--- config.mk ---
export PLATFORM = sky130hd
export DESIGN_NAME = uart_rx_buf
export DESIGN_NICKNAME = d
export VERILOG_FILES = /design/src/rtl/uart_rx_buf.sv
export SDC_FILE = /design/constraint.sdc
export NUM_CORES = 1
export LEC_CHECK = 0
export BUFFER_PORTS_ARGS = -buffer_cell sky130_fd_sc_hd__buf_2
export CORE_ASPECT_RATIO = 0.6
export CORE_UTILIZATION = 45
export CTS_CLUSTER_DIAMETER = 200
export DETAILED_ROUTE_END_ITERATION = 10
export GPL_ROUTABILITY_DRIVEN = 0
export SLEW_MARGIN = 15
export SYNTH_ARGS = -nofsm -noshare
export SYNTH_HDL_FRONTEND = slang
export SYNTH_SLANG_ARGS = --single-unit
--- constraint.sdc ---
create_clock -name clk -period 2.6 [get_ports clk]
set_input_delay 0.65 -clock clk [delete_from_list [all_inputs] [get_ports clk]]
set_output_delay 0.65 -clock clk [all_outputs]
set_load 0.005 [all_outputs]
--- src/rtl/uart_rx_buf.sv ---
module uart_rx_buf #(
  parameter int DEPTH = 2
) (
  input  logic       clk,
  input  logic       rst_n,
  input  logic       tick16,
  input  logic       rx_pin,
  input  logic       gie,
  input  logic       wr_en,
  input  logic       rd_en,
  input  logic [1:0] addr,
  input  logic [7:0] wdata,
  output logic [7:0] rdata,
  output logic       irq,
  output logic       rx_owned
);
  localparam int CW = $clog2(DEPTH + 1);
  localparam int IW = (DEPTH > 1) ? $clog2(DEPTH) : 1;
  localparam int EW = 12;

  typedef enum logic [2:0] {S_IDLE, S_START, S_DATA, S_PAR, S_STOP} st_t;

  logic [1:0] sync;
  logic ie, en, sz2;
  logic [1:0] szl, pmode;
  st_t st;
  logic [3:0] tc, bi, nbits;
  logic [1:0] vote;
  logic [8:0] sh;
  logic pbit;
  logic [EW-1:0] buf_q [DEPTH];
  logic [CW-1:0] cnt;
  logic [EW-1:0] head, ent;
  logic [IW-1:0] wi;
  logic rx_s, bitv, at_mid, push, pop, full, rxc, acc;

  assign rx_s   = sync[1];
  assign bitv   = (vote[1] & vote[0]) | (vote[1] & rx_s) | (vote[0] & rx_s);
  assign at_mid = tick16 && tc == 4'd9;
  assign push   = en && st == S_STOP && at_mid;
  assign pop    = rd_en && addr == 2'd0 && cnt != '0;
  assign full   = cnt == CW'(DEPTH);
  assign rxc    = cnt != '0;
  assign head   = buf_q[0];
  assign ent    = {~bitv, pmode[1] & (^sh ^ pbit ^ pmode[0]), 1'b0, sh};
  assign wi     = IW'(pop ? cnt - 1'b1 : cnt);
  assign acc    = push && (pop || !full);
  assign irq    = ie & gie & rxc;
  assign rx_owned = en;

  always_comb begin
    case ({sz2, szl})
      3'b000:  nbits = 4'd5;
      3'b001:  nbits = 4'd6;
      3'b010:  nbits = 4'd7;
      3'b111:  nbits = 4'd9;
      default: nbits = 4'd8;
    endcase
  end

  always_comb begin
    case (addr)
      2'd0:    rdata = head[7:0];
      2'd1:    rdata = {3'b000, head[8], head[10], head[9], head[11], rxc};
      2'd2:    rdata = {5'b00000, sz2, en, ie};
      default: rdata = {4'b0000, pmode, szl};
    endcase
  end

  always_ff @(posedge clk or negedge rst_n) begin
    if (!rst_n) begin
      ie <= 1'b0; en <= 1'b0; sz2 <= 1'b0; szl <= 2'b11; pmode <= 2'b00;
    end else if (wr_en) begin
      if (addr == 2'd2) begin ie <= wdata[0]; en <= wdata[1]; sz2 <= wdata[2]; end
      if (addr == 2'd3) begin szl <= wdata[1:0]; pmode <= wdata[3:2]; end
    end
  end

  always_ff @(posedge clk or negedge rst_n) begin
    if (!rst_n) begin
      sync <= 2'b11; st <= S_IDLE; tc <= '0; bi <= '0; vote <= 2'b11; sh <= '0; pbit <= 1'b0;
    end else begin
      sync <= {sync[0], rx_pin};
      if (!en) begin
        st <= S_IDLE; tc <= '0;
      end else if (tick16) begin
        tc <= tc + 4'd1;
        if (tc == 4'd7 || tc == 4'd8) vote <= {vote[0], rx_s};
        case (st)
          S_IDLE: begin
            tc <= '0;
            if (!rx_s) begin st <= S_START; sh <= '0; bi <= '0; end
          end
          S_START:
            if (tc == 4'd9 && bitv) st <= S_IDLE;
            else if (tc == 4'd15) st <= S_DATA;
          S_DATA: begin
            if (tc == 4'd9) sh[bi] <= bitv;
            if (tc == 4'd15) begin
              if (bi == nbits - 4'd1) st <= pmode[1] ? S_PAR : S_STOP;
              else bi <= bi + 4'd1;
            end
          end
          S_PAR: begin
            if (tc == 4'd9) pbit <= bitv;
            if (tc == 4'd15) st <= S_STOP;
          end
          default: if (tc == 4'd9) st <= S_IDLE;
        endcase
      end
    end
  end

  always_ff @(posedge clk or negedge rst_n) begin
    if (!rst_n) begin
      cnt <= '0;
      for (int i = 0; i < DEPTH; i++) buf_q[i] <= '0;
    end else if (!en) begin
      cnt <= '0;
      for (int i = 0; i < DEPTH; i++) buf_q[i] <= '0;
    end else begin
      if (pop)
        for (int i = 0; i < DEPTH; i++)
          buf_q[i] <= (i == DEPTH - 1) ? '0 : buf_q[(i + 1) % DEPTH];
      if (acc) buf_q[wi] <= ent;
      else if (push) buf_q[0][9] <= 1'b1;
      cnt <= cnt + CW'(acc) - CW'(pop);
    end
  end

  p_flush_r2: assert property (@(posedge clk) disable iff (!rst_n) !en |=> cnt == '0);
  p_no_overflow_r7: assert property (@(posedge clk) disable iff (!rst_n) cnt <= CW'(DEPTH));
  p_overrun_mark_r7: assert property (@(posedge clk) disable iff (!rst_n)
    (push && full && !pop) |=> head[9]);
  p_empty_after_pop_r8: assert property (@(posedge clk) disable iff (!rst_n)
    (pop && cnt == CW'(1) && !push) |=> !rxc && !irq);
  p_irq_gated_r1: assert property (@(posedge clk) disable iff (!rst_n)
    $rose(irq) |-> ie && gie && cnt != '0);
endmodule

* After elaboration in Yosys (flattened, before gate mapping)
Cells that the tools add are included.
** Storage, ports and cells
- Logic and storage cells :: 127
- Bits in registers :: 58
- Output and inout bits :: 10
** Operators by class
- Bitwise logic cells :: 12
- Reductions and logical operators :: 25
- Mux-type cells :: 38
- Equality and inequality tests :: 27
- $lt $le $gt $ge :: 4
- Add/subtract/negate cells :: 6
** Operator list (number)
- 2-to-1 mux 24 bit :: 3
- 2-to-1 mux 3 bit :: 10
- bitwise mux 24 bit :: 1
- 2-to-1 mux 4 bit :: 6
- one-hot mux 8 bit (3 select lines) :: 1
- 2-to-1 mux 21 bit :: 1
- 2-to-1 mux 9 bit :: 2
- one-hot mux 9 bit (2 select lines) :: 1
- one-hot mux 4 bit (4 select lines) :: 1
- demux 12 bit (select 1 bit) :: 1
- equality test 4 bit (second input constant) :: 3
- 2-to-1 mux 12 bit :: 1
- != test 3 bit (second input constant) :: 4
- one-hot mux 3 bit (4 select lines) :: 1
- != test 2 bit (second input constant) :: 5
- bitwise mux 9 bit :: 1
- equality test 3 x 2 -> 1 bit (second input constant) :: 3
- logical AND 1 bit :: 9
- XOR reduction 9 bit :: 1
- adder 4 x 1 -> 4 bit (second input constant) :: 2
- one-hot mux 4 bit (2 select lines) :: 1
- AND reduction 7 bit :: 1
- AND 1 bit :: 6
- equality test 2 bit (second input constant) :: 3
- other kinds (32) :: 44

* Depth between registers and ports, before layout
- Word-level depth :: 12
- Gate-level depth with buffers :: 12
- Depth with buffers taken out :: 11

* Least setup slack after synthesis
Ideal clock, no wire load.
- Kind :: flip-flop to flip-flop
- Start point :: register tc[1]
- End point :: register cnt[1]
- Arrival time :: 2.231 ns
- Data required time :: 2.481 ns
- Setup time :: 0.119 ns
- Clock period less this slack :: 2.350 ns
- Setup slack :: 0.250 ns
- Stages on the path, launching flop included :: 13
- Buffers on the path :: 1
- Cells stage by stage :: dfrtp_1 -> inv_1 -> ha_1 -> and3b_1 -> and2_1 -> nand3_1 -> clkbuf_1 -> or3_1 -> nand2_1 -> ha_1 -> xor2_1 -> xnor2_1 -> and2_1
** Between the ends
- Word-level cells in the longest chain between the ends :: 7
** RTL lines
- start, declared :: RTL line 27 : logic [3:0] tc, bi, nbits;
- start signal, assigned :: RTL line 87 : tc <= tc + 4'd1;
- equality test 4 bit :: RTL line 39 : assign at_mid = tick16 && tc == 4'd9;
- logical AND 1 bit :: RTL line 39
- logical AND 1 bit :: RTL line 40 : assign push = en && st == S_STOP && at_mid;
- logical AND 1 bit :: RTL line 47 : assign acc = push && (pop || !full);
- adder 2 x 1 -> 2 bit :: RTL line 127 : cnt <= cnt + CW'(acc) - CW'(pop);
- subtractor 2 x 1 -> 2 bit :: RTL line 127
- 2-to-1 mux 2 bit :: RTL line 118 : end else if (!en) begin
- end signal, assigned :: RTL line 127
- end, declared :: RTL line 32 : logic [CW-1:0] cnt;
No other way between the ends.
A chain may end at the register's enable or synchronous reset.

* Final worst setup path
Ends and elaborated chain as after synthesis.

==> flow_summary.ini <==
[sta]
final-hold-violation-count = 0
rsz0062_at_grt = false
timing.max_slew.rel_slack_pct = 61.36
final_max_slew_viol_count = 0
period_minus_slack_ns = 2.299
finalClockSkew_ns = 0.006184
setup_total_negative_slack_ns = 0
max_freq_ghz = 0.4349
finalSetupViolCount = 0
slack_of_the_critical_path_ns = 0.3006
worst_hold_slack_ns = 0.3247
actual_slew_at_the_worst_max_slew_pin_ns = 0.5796
final_min_period_over_clock_period_pct = 88.44

[setup_path]
cp_top_family = simple AND/OR/NAND/NOR gates
timing.critical_path.arrival_ns = 2.51
critPathBufInv = 1
timing.critical_path.slowest_stage_cell = sky130_fd_sc_hd__dfrtp_1
timing_worst_setup_path_type = flop to flop
crit_path_max_incr_delay_ns = 0.41
worstPathMaxFanout = 5
worst_r2r_path_depth = 11
timing.critical_path.from_type = flop
timing.critical_path.required_ns = 2.81
number_of_logic_stages_on_the_critical_path_including_buffering = 11
worstSetupEndpointType = flop
crit_chain = inv_1 > ha_1 > and3b_1 > and2_1 > nand3_1 > or3_1 > nand2_1 > ha_1 > xor2_1 > xnor2_1 > and2_1

[floorplan]
initial_utilization_pct = 47.25
design.die.area_um2 = 7485
fp-row-count = 23
die_width_um = 111.0
floorplan.die.height_um = 67.42
floorplan.core_area_um2 = 6792
top_level_ports = 27

[cts]
cts-resized-gates = 0
cts-hold-fix-buffers = 0
cts.repair_timing.setup_buffer_count = 0
clockBufferDepth = 2
insertion_delay_ns = 0.32
clk_root_buffer_cell = sky130_fd_sc_hd__clkbuf_16
cts.clk_slew.worst_paths_ns = 0.05
clock_tree_from_tritoncts = built
cts_sinks = 58
tritoncts_buffers = 9
htreeDepth = 3

[routing]
detail_route.wirelength_um = 7634
first_iter_violations = 206
detailroute.via_count = 2533
post-route-drc-count = 10
ant_nets = 0
avgRoutedWirePerCell_um = 16.74
drt_pass1_iterations = 7
avgViaCountPerCell = 5.555

[outcome]
violated_checks = design-rule violations
run_status = complete, but fails checks

[global_routing]
number_of_global_route_vias_before_repair = 2212
globalRoute.totalOverflow = 0
grt_max_degree = 36
grt_pass1_wl_um = 12300
initial_antenna_violation_count = 0
grt_usage_pct = 22.04

[pwr]
cell_pwr_density_nw_per_um2 = 633.0
power_switching_share_pct = 24.97
sequentialPowerShare_pct = 41.7
power_mw = 2.363
cell_internal_pwr_mw = 1.773
share_clk_of_total_power_pct = 46.8
cellLeakagePower_nw = 1.711
power.share.combinational_pct = 11.5
p_switching_mw = 0.5900
vdd_ir_drop_max_mv = 0.3355

[synth]
synth.cells.most_frequent = sky130_fd_sc_hd__nand2_1 (59), sky130_fd_sc_hd__dfrtp_1 (52), sky130_fd_sc_hd__a21oi_1 (22)
post_synth_instance_area_um2 = 3209
synth_area_leaders = sky130_fd_sc_hd__dfrtp_1 (41%), sky130_fd_sc_hd__nand2_1 (6.9%), sky130_fd_sc_hd__dfstp_2 (4.9%)
syn-num-nets = 360
number_of_flops_mapped_to_enable_cells_by_yosys = 0
synth-seq-area-share_pct = 45.46
yosysWarnings = 0
syn_inst = 335
postSynthAreaPerCell_um2 = 9.580
most_used_dff_post_synth = sky130_fd_sc_hd__dfrtp_1
synth-async-reset-ratio_pct = 100.0
yosysTopAreaCell = sky130_fd_sc_hd__dfrtp_1
synth_cell_type_count = 48
yosysMostFrequentCell = sky130_fd_sc_hd__nand2_1
yosys.area.top_type_share_pct = 40.55
synth-seq-cells = 58

[layout]
final_util_pct = 54.96
antenna_cells = 0
final_nets = 389
layout-drive-gt1-share_pct = 19.51
nFillCells = 602
layout-area-overhead-vs-synth_pct = 16.30

[placement]
place.detailed.hpwl_um = 5384
io_buffers = 22
worst_case_setup_slack_after_placement_ns = 0.2156

[min_path]
hold_path.class = primary input to asynchronous set/reset pin

[run]
max-cap-violations = 0
==> final timing paths <==
check / startpoint / to / slack, ns
setup / recovery: tc[1] / cnt[1] / 0.30
max in group asynchronous: rst_n / buf_q[3] / 1.58
hold reg to reg: sync[0] / sync[1] / 0.35
hold / removal: rst_n / tc[3] / 0.32
setup reg to reg: tc[1] / cnt[1] / 0.30
min in group clk: sync[0] / sync[1] / 0.35
==> placed cells by master, fill, tap and decap left out, types with 2 or more instances in the layout <==
master                      netlist  layout
sky130_fd_sc_hd__mux4_2           3       3
sky130_fd_sc_hd__nor2b_1          7       7
sky130_fd_sc_hd__a22o_1          11      11
sky130_fd_sc_hd__a21oi_1         22      22
sky130_fd_sc_hd__mux2_2          12      12
sky130_fd_sc_hd__ha_1             8       8
sky130_fd_sc_hd__o211ai_1        10      10
sky130_fd_sc_hd__nand2_1         59      59
sky130_fd_sc_hd__dfrtp_1         52      52
sky130_fd_sc_hd__o21ai_0         13      13
sky130_fd_sc_hd__a21boi_1         9       9
sky130_fd_sc_hd__and2_1           8       8
sky130_fd_sc_hd__clkinv_2         0       2
sky130_fd_sc_hd__clkbuf_8         0       3
sky130_fd_sc_hd__buf_2            5      22
sky130_fd_sc_hd__xor2_1           3       3
sky130_fd_sc_hd__mux2i_1          5       5
sky130_fd_sc_hd__clkbuf_16        0       9
sky130_fd_sc_hd__nor4_2           2       2
sky130_fd_sc_hd__nor2_1          16      16
sky130_fd_sc_hd__and3_1           5       5
sky130_fd_sc_hd__or3_1            2       2
sky130_fd_sc_hd__inv_1            9       9
sky130_fd_sc_hd__dfstp_2          6       6
sky130_fd_sc_hd__clkbuf_1        10       2
sky130_fd_sc_hd__nand3b_1         3       3
sky130_fd_sc_hd__nand3_1         14      14
sky130_fd_sc_hd__buf_4            0      11
sky130_fd_sc_hd__o21ai_1          3       3
sky130_fd_sc_hd__nor3_1           3       3
sky130_fd_sc_hd__xnor2_1         11      11
sky130_fd_sc_hd__a32o_1           2       2
sky130_fd_sc_hd__nand4_1          3       3
==> routing by layer <==
layer / part of all wire (%) / routed length (um) / vias up / global-route usage [%]
met5: 0 / 0 / - / 0
met4: 0.83 / 63 / 0 / 5.068
met3: 5.4 / 410 / 7 / 7.092
met2: 39 / 2949 / 58 / 28.30
met1: 55 / 4211 / 1220 / 34.48
li1: - / - / 1248 / -
==> final cells by class <==
class	instances	area [um^2]	share of cell area, %
clock buffer	14	274.0	7.342
tap	87	108.9	2.917
inverter	9	33.78	0.9051
timing repair buffer	33	192.7	5.163
multi-input combinational	253	1654	44.32
sequential	58	1459	39.09
clock inverter	2	10.01	0.2682
==> cell families (layout without fill, tap and decap cells) <==
group | Yosys count | after routing | synth area share (%)
xor gates and xnor gates | 14 | 14 | 3.821
and+or+nand+nor | 129 | 129 | 19.30
buffers and inverters | 24 | 58 | 3.002
DFF | 58 | 58 | 45.46
adders and majority gates | 9 | 9 | 3.431
muxes | 21 | 21 | 8.304
AOI/OAI and AO/OA | 80 | 80 | 16.69
==> worst reg2reg max path, cell delays in order, from the launching register on <==
cell	delay, ns
sky130_fd_sc_hd__dfrtp_1	0.41
sky130_fd_sc_hd__inv_1	0.09
sky130_fd_sc_hd__ha_1	0.13
sky130_fd_sc_hd__and3b_1	0.23
sky130_fd_sc_hd__and2_1	0.17
sky130_fd_sc_hd__nand3_1	0.12
sky130_fd_sc_hd__or3_1	0.40
sky130_fd_sc_hd__nand2_1	0.07
sky130_fd_sc_hd__ha_1	0.15
sky130_fd_sc_hd__xor2_1	0.18
sky130_fd_sc_hd__xnor2_1	0.09
sky130_fd_sc_hd__and2_1	0.15
==> state kept, by name, indices dropped and copies added (netlist names) <==
name / count
tc: 4
st: 3
vote: 2
szl: 2
rx_owned: 1
buf_q: 12
head: 12
pmode: 2
ie: 1
sync: 2
bi: 4
cnt: 2
pbit: 1
sz2: 1
sh: 9
==> through the flow <==
step                instances  cell area, um^2
global placement          440             3448
global route              456             3732
floorplan                 335             3209
detailed placement        440             3448
finish                    456             3732
CTS                       456             3732
==> power by group through the flow <==
stage                     Clock [mW]  Sequential [mW]  Combinational, mW
final                           1.11            0.985              0.271
after CTS                       1.13            0.984              0.271
after detailed placement           0            0.999              0.270
after global placement             0            0.998              0.270
after global routing            1.17            0.991              0.304
after floorplan                    0            0.978              0.191
Power figures use the tool's default switching activity.
